$ cat src/rtl/mpc_pkg.sv
package mpc_pkg;

    typedef enum logic [2:0] {
        PH_IDLE,
        PH_WR_CMD,
        PH_WR_DATA,
        PH_RD_CMD,
        PH_RD_DRAIN
    } phase_e;

    // window boundaries are aligned to this many low address bits
    localparam int unsigned ALIGN_BITS = 4;

endpackage

$ cat src/rtl/mpc_sequencer.sv
// Walks the window twice: write bursts with their data, then read bursts.
module mpc_sequencer
    import mpc_pkg::*;
#(
    parameter int unsigned       ADDR_W     = 16,
    parameter int unsigned       BURST_LEN  = 8,
    parameter int unsigned       WPC        = 2,
    parameter int unsigned       WORD_STEP  = 4,
    parameter logic [ADDR_W-1:0] FIRST_ADDR = '0,
    parameter logic [ADDR_W-1:0] LAST_ADDR  = '0
) (
    input  logic              clk,
    input  logic              rst_n,
    input  logic              start,
    input  logic              cmd_ready,
    input  logic              wdata_ready,
    input  logic              fifo_full,
    input  logic              fifo_empty,
    output logic              cmd_valid,
    output logic              cmd_write,
    output logic [ADDR_W-1:0] cmd_addr,
    output logic              wdata_valid,
    output logic [ADDR_W-1:0] wr_word_addr,
    output logic              rd_push,
    output logic              busy,
    output logic              done
);

    localparam int unsigned       IDX_W    = (WPC > 1) ? $clog2(WPC) : 1;
    localparam logic [IDX_W-1:0]  IDX_LAST = IDX_W'(WPC - 1);
    localparam logic [ADDR_W-1:0] STEP     = ADDR_W'(BURST_LEN);
    localparam logic [ADDR_W-1:0] WSTEP    = ADDR_W'(WORD_STEP);

    typedef struct packed {
        phase_e            phase;
        logic [ADDR_W-1:0] addr;
        logic [IDX_W-1:0]  idx;
        logic              done;
    } seq_st_t;

    localparam seq_st_t SEQ_RST = '{phase: PH_IDLE, addr: '0, idx: '0, done: 1'b0};

    seq_st_t st_d, st_q;

    always_comb begin
        st_d        = st_q;
        st_d.done   = 1'b0;
        cmd_valid   = 1'b0;
        cmd_write   = 1'b0;
        wdata_valid = 1'b0;
        rd_push     = 1'b0;
        case (st_q.phase)
            PH_IDLE: begin
                if (start) begin
                    st_d.phase = PH_WR_CMD;
                    st_d.addr  = FIRST_ADDR;
                    st_d.idx   = '0;
                end
            end
            PH_WR_CMD: begin
                cmd_write = 1'b1;
                cmd_valid = wdata_ready;
                if (wdata_ready && cmd_ready) begin
                    st_d.phase = PH_WR_DATA;
                    st_d.idx   = '0;
                end
            end
            PH_WR_DATA: begin
                wdata_valid = 1'b1;
                if (wdata_ready) begin
                    if (st_q.idx == IDX_LAST) begin
                        st_d.idx = '0;
                        if (st_q.addr == LAST_ADDR) begin
                            st_d.phase = PH_RD_CMD;
                            st_d.addr  = FIRST_ADDR;
                        end else begin
                            st_d.phase = PH_WR_CMD;
                            st_d.addr  = st_q.addr + STEP;
                        end
                    end else begin
                        st_d.idx = st_q.idx + 1'b1;
                    end
                end
            end
            PH_RD_CMD: begin
                cmd_valid = !fifo_full;
                if (!fifo_full && cmd_ready) begin
                    rd_push = 1'b1;
                    if (st_q.addr == LAST_ADDR) begin
                        st_d.phase = PH_RD_DRAIN;
                    end else begin
                        st_d.addr = st_q.addr + STEP;
                    end
                end
            end
            PH_RD_DRAIN: begin
                if (fifo_empty) begin
                    st_d.phase = PH_IDLE;
                    st_d.done  = 1'b1;
                end
            end
            default: st_d = SEQ_RST;
        endcase
    end

    always_ff @(posedge clk or negedge rst_n) begin
        if (!rst_n) begin
            st_q <= SEQ_RST;
        end else begin
            st_q <= st_d;
        end
    end

    assign cmd_addr     = st_q.addr;
    assign wr_word_addr = st_q.addr + ADDR_W'(st_q.idx) * WSTEP;
    assign busy         = (st_q.phase != PH_IDLE);
    assign done         = st_q.done;

endmodule

$ cat config.mk
export PLATFORM = sky130hd
export DESIGN_NAME = mpc_sequencer
export DESIGN_NICKNAME = d
export VERILOG_FILES = /design/src/rtl/mpc_pkg.sv /design/src/rtl/mpc_sequencer.sv
export SDC_FILE = /design/constraint.sdc
export NUM_CORES = 1
export LEC_CHECK = 0
export BUFFER_PORTS_ARGS = -buffer_cell sky130_fd_sc_hd__buf_2
export CORE_UTILIZATION = 48
export CTS_BUF_LIST = sky130_fd_sc_hd__clkbuf_4
export DETAILED_ROUTE_END_ITERATION = 8
export PLACE_DENSITY_LB_ADDON = 0.12
export SLEW_MARGIN = 20
export SYNTH_ARGS = -nofsm -noshare
export SYNTH_HDL_FRONTEND = slang
export SYNTH_SLANG_ARGS = --single-unit
$ cat constraint.sdc
create_clock -name clk -period 1.8 [get_ports clk]
set_input_delay 0.09 -clock clk [delete_from_list [all_inputs] [get_ports clk]]
set_output_delay 0.09 -clock clk [all_outputs]
set_load 0.02 [all_outputs]
==> flow_metrics.env, run 1 <==
export IMPL_outcome="complete, but fails checks"
export IMPL_violations="design-rule violations"
export IMPL_critPathMaxFanout=7
export IMPL_met2_length_microns=1580
export IMPL_swShare=0.482
export IMPL_clock_path_buffers=2
export IMPL_fin_crit_ns=1.74
export IMPL_ys_seq_elements=18
export IMPL_grt_pass1_wl_microns=5460
export IMPL_netlist_area_sq_um=1460
export IMPL_insertion_delay_ns=0.30
export IMPL_synth_async_reset_ratio=1.00
export IMPL_hold_viol_final=0
export IMPL_vias_per_cell=5.70
export IMPL_ys_types=45
export IMPL_area_growth_pct=20.2
export IMPL_r2r_start="st_q[18]$_DFFE_PN0P_"
export IMPL_finClkSkew_ns=0.00451
export IMPL_worst_setup_path_end_kind="flip-flop"
export IMPL_gp_congestion=0.817
export IMPL_clkTransAtPathRegs_ns=0.11
export IMPL_yosysWarnings=0
export IMPL_seq_power_share=0.240
export IMPL_yosysSeqAreaShare=0.308
export IMPL_grt_max_degree=19
export IMPL_avgRoutedWirePerCell_microns=14.6
export IMPL_die_y_microns=57.2
export IMPL_worst_r2r_cell_count=4
export IMPL_reg2reg_to="cmd_addr[14]$_DFFE_PN0P_"
export IMPL_netlist_instances=170
export IMPL_diodes=0
export IMPL_track_usage=0.215
export IMPL_hold_start="fifo_empty"
export IMPL_dp_hpwl_microns=2540
export IMPL_register_area_sq_um=450
export IMPL_worstPathRequired_ns=2.00
export IMPL_max_freq_mhz=576
export IMPL_yosysMostFrequentCell="buf_4"
export IMPL_slowest_delay_ns=0.49
export IMPL_fillers=251
export IMPL_yosys_most_used_dff="dfrtp_1"
export IMPL_cts_root_buf="clkbuf_4"
export IMPL_cts_buffers=3
export IMPL_synth_area_per_cell_sq_um=8.60
export IMPL_ant_nets=0
export IMPL_period_share=0.965
export IMPL_cp_slowest_cell="dfrtp_1"
export IMPL_via_count=1368
export IMPL_grt_remaining_overflow=0
export IMPL_p_int_w=0.00127
export IMPL_ios=45
export IMPL_maxSlewViolCount=0
export IMPL_peakVddDrop_mv=0.910
export IMPL_path_cells="nor2b_1 > a221o_1 > or2_4 > o41ai_2"
export IMPL_synth_area_leaders="dfrtp_1 31%, buf_4 11%, a22o_1 4.2%"
export IMPL_cts_tree="built"
export IMPL_cap_violations=0
export IMPL_fin_cells=240
export IMPL_highest_signal_layer="met4"
export IMPL_rsz0062_at_grt="true"
export IMPL_grt_pass1_vias=1158
export IMPL_drt_first_pass_iters=6
export IMPL_critPathKind="reg2reg"
export IMPL_arrival_ns=1.94
export IMPL_fp_dieArea_sq_um=3270
export IMPL_drtIter0Drc=50
export IMPL_hp_class="in2reg"
export IMPL_power_density_nw_per_um2=1390
export IMPL_portBuffers=39
export IMPL_route_detailed_drc=8
export IMPL_netlist_area_leader_share=0.308
export IMPL_routed_wl_microns=3500
export IMPL_wl_met1_microns=1710
export IMPL_r2r_slack_ns=0.06
export IMPL_drive_gt1_frac=0.373
export IMPL_core_area_sq_um=2830
export IMPL_holdPathStages=2
export IMPL_wl_met3_microns=182
export IMPL_synth_edff_count=0
export IMPL_synthTopCellsByCount="21 x buf_4, 18 x dfrtp_1, 14 x nor2_1"
export IMPL_die_w_microns=57.2
export IMPL_total_leakage_power_nw=0.931
export IMPL_htreeDepth=1
export IMPL_finalSetupViolations=0
export IMPL_num_rows=19
export IMPL_synth_top_area_cell="dfrtp_1"
export IMPL_antenna_found_initial=0
export IMPL_dp_cells=234
export IMPL_pwr_share_comb=0.674
export IMPL_fin_setup_tns_ns=0
export IMPL_final_util=0.621
export IMPL_start_util=0.517
export IMPL_switchingPower_w=0.00118
export IMPL_hold_end="done$_DFF_PN0_"
export IMPL_multi_input_area_sq_um=867
export IMPL_clock_power_share=0.086
export IMPL_start_kind="flip-flop"
export IMPL_nNetsFinal=219
export IMPL_cts_num_sinks=18
[area by class of cell]
class / count / area share
Inverter: 2 / 0.00427
Tap cell: 31 / 0.0221
Clock buffer: 3 / 0.0128
Clock inverter: 1 / 0.00214
Sequential cell: 18 / 0.256
Timing Repair Buffer: 61 / 0.209
Multi-Input combinational cell: 124 / 0.494
[worst max-delay path: cells and delay by family (launching register included)]
| family | cells | cell delay (ns) |
|---|---|---|
| compound gates | 2 | 0.66 |
| flops | 1 | 0.49 |
| simple gates | 2 | 0.49 |
[metrics by stage]
| step | total power, W | worst slack [ns] | hold WS (ns) | area (sq um) |
|---|---|---|---|---|
| 2_1_floorplan | 0.00172 | 0.0955 | -0.206 | 1480 |
| 6_report | 0.00245 | 0.0627 | 0.0480 | 1760 |
| 3_3_place_gp | 0.00212 | 0.0631 | 0.0562 | 1660 |
| 5_1_grt | 0.00263 | 0.00445 | 0.0419 | 1760 |
| 4_1_cts | 0.00237 | 0.00795 | 0.0436 | 1700 |
| 3_5_place_dp | 0.00214 | 0.0268 | 0.0631 | 1660 |
[power by group through the flow]
| stage | clock network [W] | logic [W] | registers, W |
|---|---|---|---|
| 6_report | 0.000211 | 0.00165 | 0.000586 |
| 3_5_place_dp | 0 | 0.00155 | 0.000585 |
| 2_1_floorplan | 0 | 0.00115 | 0.000574 |
| 5_1_grt | 0.000241 | 0.00179 | 0.000598 |
| 4_1_cts | 0.000226 | 0.00156 | 0.000577 |
| 3_3_place_gp | 0 | 0.00154 | 0.000582 |
[worst max path at each step]
stage	cells after the start	start	slack [ns]	to
2_1_floorplan	6	cmd_addr[6]$_DFFE_PN0P_	0.1	cmd_addr[10]$_DFFE_PN0P_
3_3_place_gp	6	st_q[19]$_DFFE_PN0P_	0.06	st_q[20]$_DFFE_PN0P_
3_5_place_dp	5	st_q[19]$_DFFE_PN0P_	0.03	cmd_addr[14]$_DFFE_PN0P_
4_1_cts	5	st_q[19]$_DFFE_PN0P_	0.008	cmd_addr[14]$_DFFE_PN0P_
5_1_grt	5	cmd_addr[4]$_DFFE_PN0P_	0.004	cmd_addr[9]$_DFFE_PN0P_
6_report	4	st_q[18]$_DFFE_PN0P_	0.06	cmd_addr[14]$_DFFE_PN0P_
[what timing repair did]
| action | 4_1_cts | 5_1_grt |
|---|---|---|
| hold buffers | 1 | 0 |
| setup endpoints to repair | 0 | 10 |
| resized for setup | 0 | 9 |
| endpoints found under the hold margin | 18 | 0 |
| setup buffers | 0 | 0 |
[cell usage in the layout, fill, tap and decap left out, types with 3 or more instances in the layout]
master / instances
buf_2: 39
nor2b_1: 7
nand4_1: 3
a21o_1: 3
dfrtp_1: 18
conb_1: 6
xor2_1: 4
mux2i_1: 3
o21ai_0: 12
nor2_1: 14
a22o_1: 7
nor3_1: 5
clkbuf_4: 3
nand2b_1: 5
nand3_1: 3
and3_1: 9
nand2_1: 7
buf_4: 20
[state kept, by name, indices dropped and copies added (netlist names)]
signal	count
cmd_addr	13
st_q	4
done	1
[routing by layer]
metal | vias to the layer above | track usage
li1 | 670 | -
met1 | 647 | 0.318
met2 | 46 | 0.341
met3 | 5 | 0.0204
met4 | 0 | 0.0523
met5 | - | 0
[kinds of logic after synthesis]
logic type	share of synthesized area
AOI/OAI and AO/OA	0.214
xor gates and xnor gates	0.0360
adders and majority gates	0.0171
buffers and inverters	0.148
DFF	0.308
muxes	0.0283
other	0.00257
and+or+nand+nor	0.246
Note: power is estimated with default switching activity, not from simulation.
==> run 2: changes to the inputs <==
CORE_UTILIZATION = 57   (was 48)
clock period = 2.1 ns   (was 1.8 ns; I/O delays follow)
==> run 2 against run 1 <==
  * The flow now finishes without violations
  * Highest routed layer unchanged
  * Final area fell by 8.3%
  * Critical endpoint unchanged
  * Core utilization rose by 7.4 points
  * Die area fell by 15%
  * Clock skew fell by 0.0016 ns
  * Clock power fell by 11%
  * Combinational power fell by 28%
  * Sequential cell count did not move
  * Setup slack improved by 0.088 ns
  * Sequential power fell by 5.1%
  * Register-to-register slack improved by 0.09 ns
  * Via count fell by 1.6%
  * Global-route usage rose by 4.7 points
==> flow_metrics.env, run 2 (synthesis results as in run 1) <==
export IMPL_drtIter0Drc=26
export IMPL_total_leakage_power_nw=0.847
export IMPL_cap_violations=0
export IMPL_diodes=0
export IMPL_grt_remaining_overflow=0
export IMPL_pre_cts_ws_ns=0.108
export IMPL_portBuffers=39
export IMPL_start_util=0.630
export IMPL_worst_setup_path_end_kind="flip-flop"
export IMPL_grt_pass1_wl_microns=5400
export IMPL_grt_max_degree=19
export IMPL_num_rows=17
export IMPL_cp_slowest_cell="dfrtp_1"
export IMPL_track_usage=0.262
export IMPL_fp_dieArea_sq_um=2770
export IMPL_routed_wl_microns=3330
export IMPL_cts_setup_buffers=0
export IMPL_dp_cells=219
export IMPL_worstPathRequired_ns=2.28
export IMPL_peakVddDrop_mv=1.16
export IMPL_finalSetupViolations=0
export IMPL_route_detailed_drc=0
export IMPL_layout_setup_ws_ns=0.150
export IMPL_largest_reg_flops=13
export IMPL_gp_congestion=0.860
export IMPL_outcome="complete, no violations"
export IMPL_htreeDepth=1
export IMPL_slowest_delay_ns=0.49
export IMPL_fin_crit_ns=1.95
export IMPL_vias_per_cell=6.01
export IMPL_power_density_nw_per_um2=1190
export IMPL_drive_gt1_frac=0.306
export IMPL_fin_setup_tns_ns=0
export IMPL_layout_common_cells="39 x buf_2, 18 x dfrtp_1, 14 x nor2_1"
export IMPL_critPathMaxFanout=10
export IMPL_fillers=190
export IMPL_die_y_microns=52.6
export IMPL_max_freq_mhz=513
export IMPL_period_share=0.928
export IMPL_cts_buffers=3
export IMPL_dp_hpwl_microns=2530
export IMPL_register_area_sq_um=450
export IMPL_nNetsFinal=206
export IMPL_ios=45
export IMPL_grt_pass1_vias=1198
export IMPL_path_cells="nor4_2 > nand4_2 > o21ai_4 > a2bb2oi_1 > o41ai_2"
export IMPL_cts_num_sinks=18
export IMPL_cp_num_buf_inv=0
export IMPL_clock_path_buffers=2
export IMPL_critPathKind="reg2reg"
export IMPL_via_count=1346
export IMPL_avgRoutedWirePerCell_microns=14.9
export IMPL_layout_commonest_cell="buf_2"
export IMPL_ant_nets=0
export IMPL_cts_root_buf="clkbuf_4"
export IMPL_start_kind="flip-flop"
export IMPL_antenna_found_initial=0
export IMPL_rsz0062_at_grt="false"
export IMPL_maxSlewViolCount=0
export IMPL_die_w_microns=52.6
export IMPL_clkTransAtPathRegs_ns=0.11
export IMPL_arrival_ns=2.13
export IMPL_fin_cells=224
export IMPL_area_growth_pct=10.3
export IMPL_drt_first_pass_iters=4
export IMPL_hold_viol_final=0
export IMPL_insertion_delay_ns=0.29
export IMPL_multi_input_area_sq_um=820
export IMPL_critPathTopFamily="compound AO/OA/AOI/OAI gates"
export IMPL_hp_class="in2reg"
export IMPL_finClkSkew_ns=0.00287
export IMPL_core_area_sq_um=2320
export IMPL_cts_tree="built"
## run 2: worst paths after layout
| check | startpoint | endpoint | slack (ns) | depth (start not counted) |
|---|---|---|---|---|
| max | cmd_addr[4]$_DFFE_PN0P_ | cmd_addr[14]$_DFFE_PN0P_ | 0.15 | 5 |
| max reg2reg | cmd_addr[4]$_DFFE_PN0P_ | cmd_addr[14]$_DFFE_PN0P_ | 0.15 | 5 |
| min reg2reg | cmd_addr[15]$_DFFE_PN0P_ | cmd_addr[15]$_DFFE_PN0P_ | 0.63 | 1 |
| min | fifo_empty | done$_DFF_PN0_ | 0.09 | 2 |
| max in group asynchronous | rst_n | cmd_addr[3]$_DFFE_PN0P_ | 1.55 | 2 |
| min in group asynchronous | rst_n | cmd_addr[10]$_DFFE_PN0P_ | 0.26 | 2 |
## run 2: area by class of cell
class                           count  area share
Clock buffer                        3      0.0140
Sequential cell                    18       0.280
Clock inverter                      1     0.00233
Inverter                            2     0.00466
Multi-Input combinational cell    123       0.509
Timing Repair Buffer               49       0.169
Tap cell                           28      0.0217
## run 2: report_power, final
| group | total (W) | switching (W) | internal, W |
|---|---|---|---|
| Combinational | 0.00118 | 0.000692 | 0.000489 |
| Clock | 0.000187 | 0.000118 | 0.0000691 |
| Sequential | 0.000556 | 0.000144 | 0.000412 |
| Total | 0.00192 | 0.000954 | 0.000971 |
## run 2: through the flow
stage	utilization	total power [W]	hold WS [ns]	cell area, sq um
6_report	0.695	0.00192	0.0858	1610
5_1_grt	0.695	0.00206	0.0676	1610
4_1_cts	0.692	0.00192	0.0680	1610
3_5_place_dp	0.677	0.00173	0.0669	1570
3_3_place_gp	0.677	0.00169	0.0588	1570
2_1_floorplan	-	0.00147	-0.191	1480
## run 2: worst reg2reg max path, delay by kind of cell, from the launching register on
kind	cells	cell delay, ns
AO/OA/AOI/OAI	3	0.71
AND/OR/NAND/NOR	2	0.66
flip-flops	1	0.49
## run 2: layer usage
metal / global-route usage / wire [microns]
met1: 0.311 / 1370
met2: 0.470 / 1800
met3: 0.0406 / 133
met4: 0.0921 / 25
met5: 0 / 0
## run 2: repair_timing
item                                    CTS  global route
gates resized for setup                   0             1
hold endpoints to repair                 18             0
hold buffers                              1             0
endpoints found under the setup margin    0             6
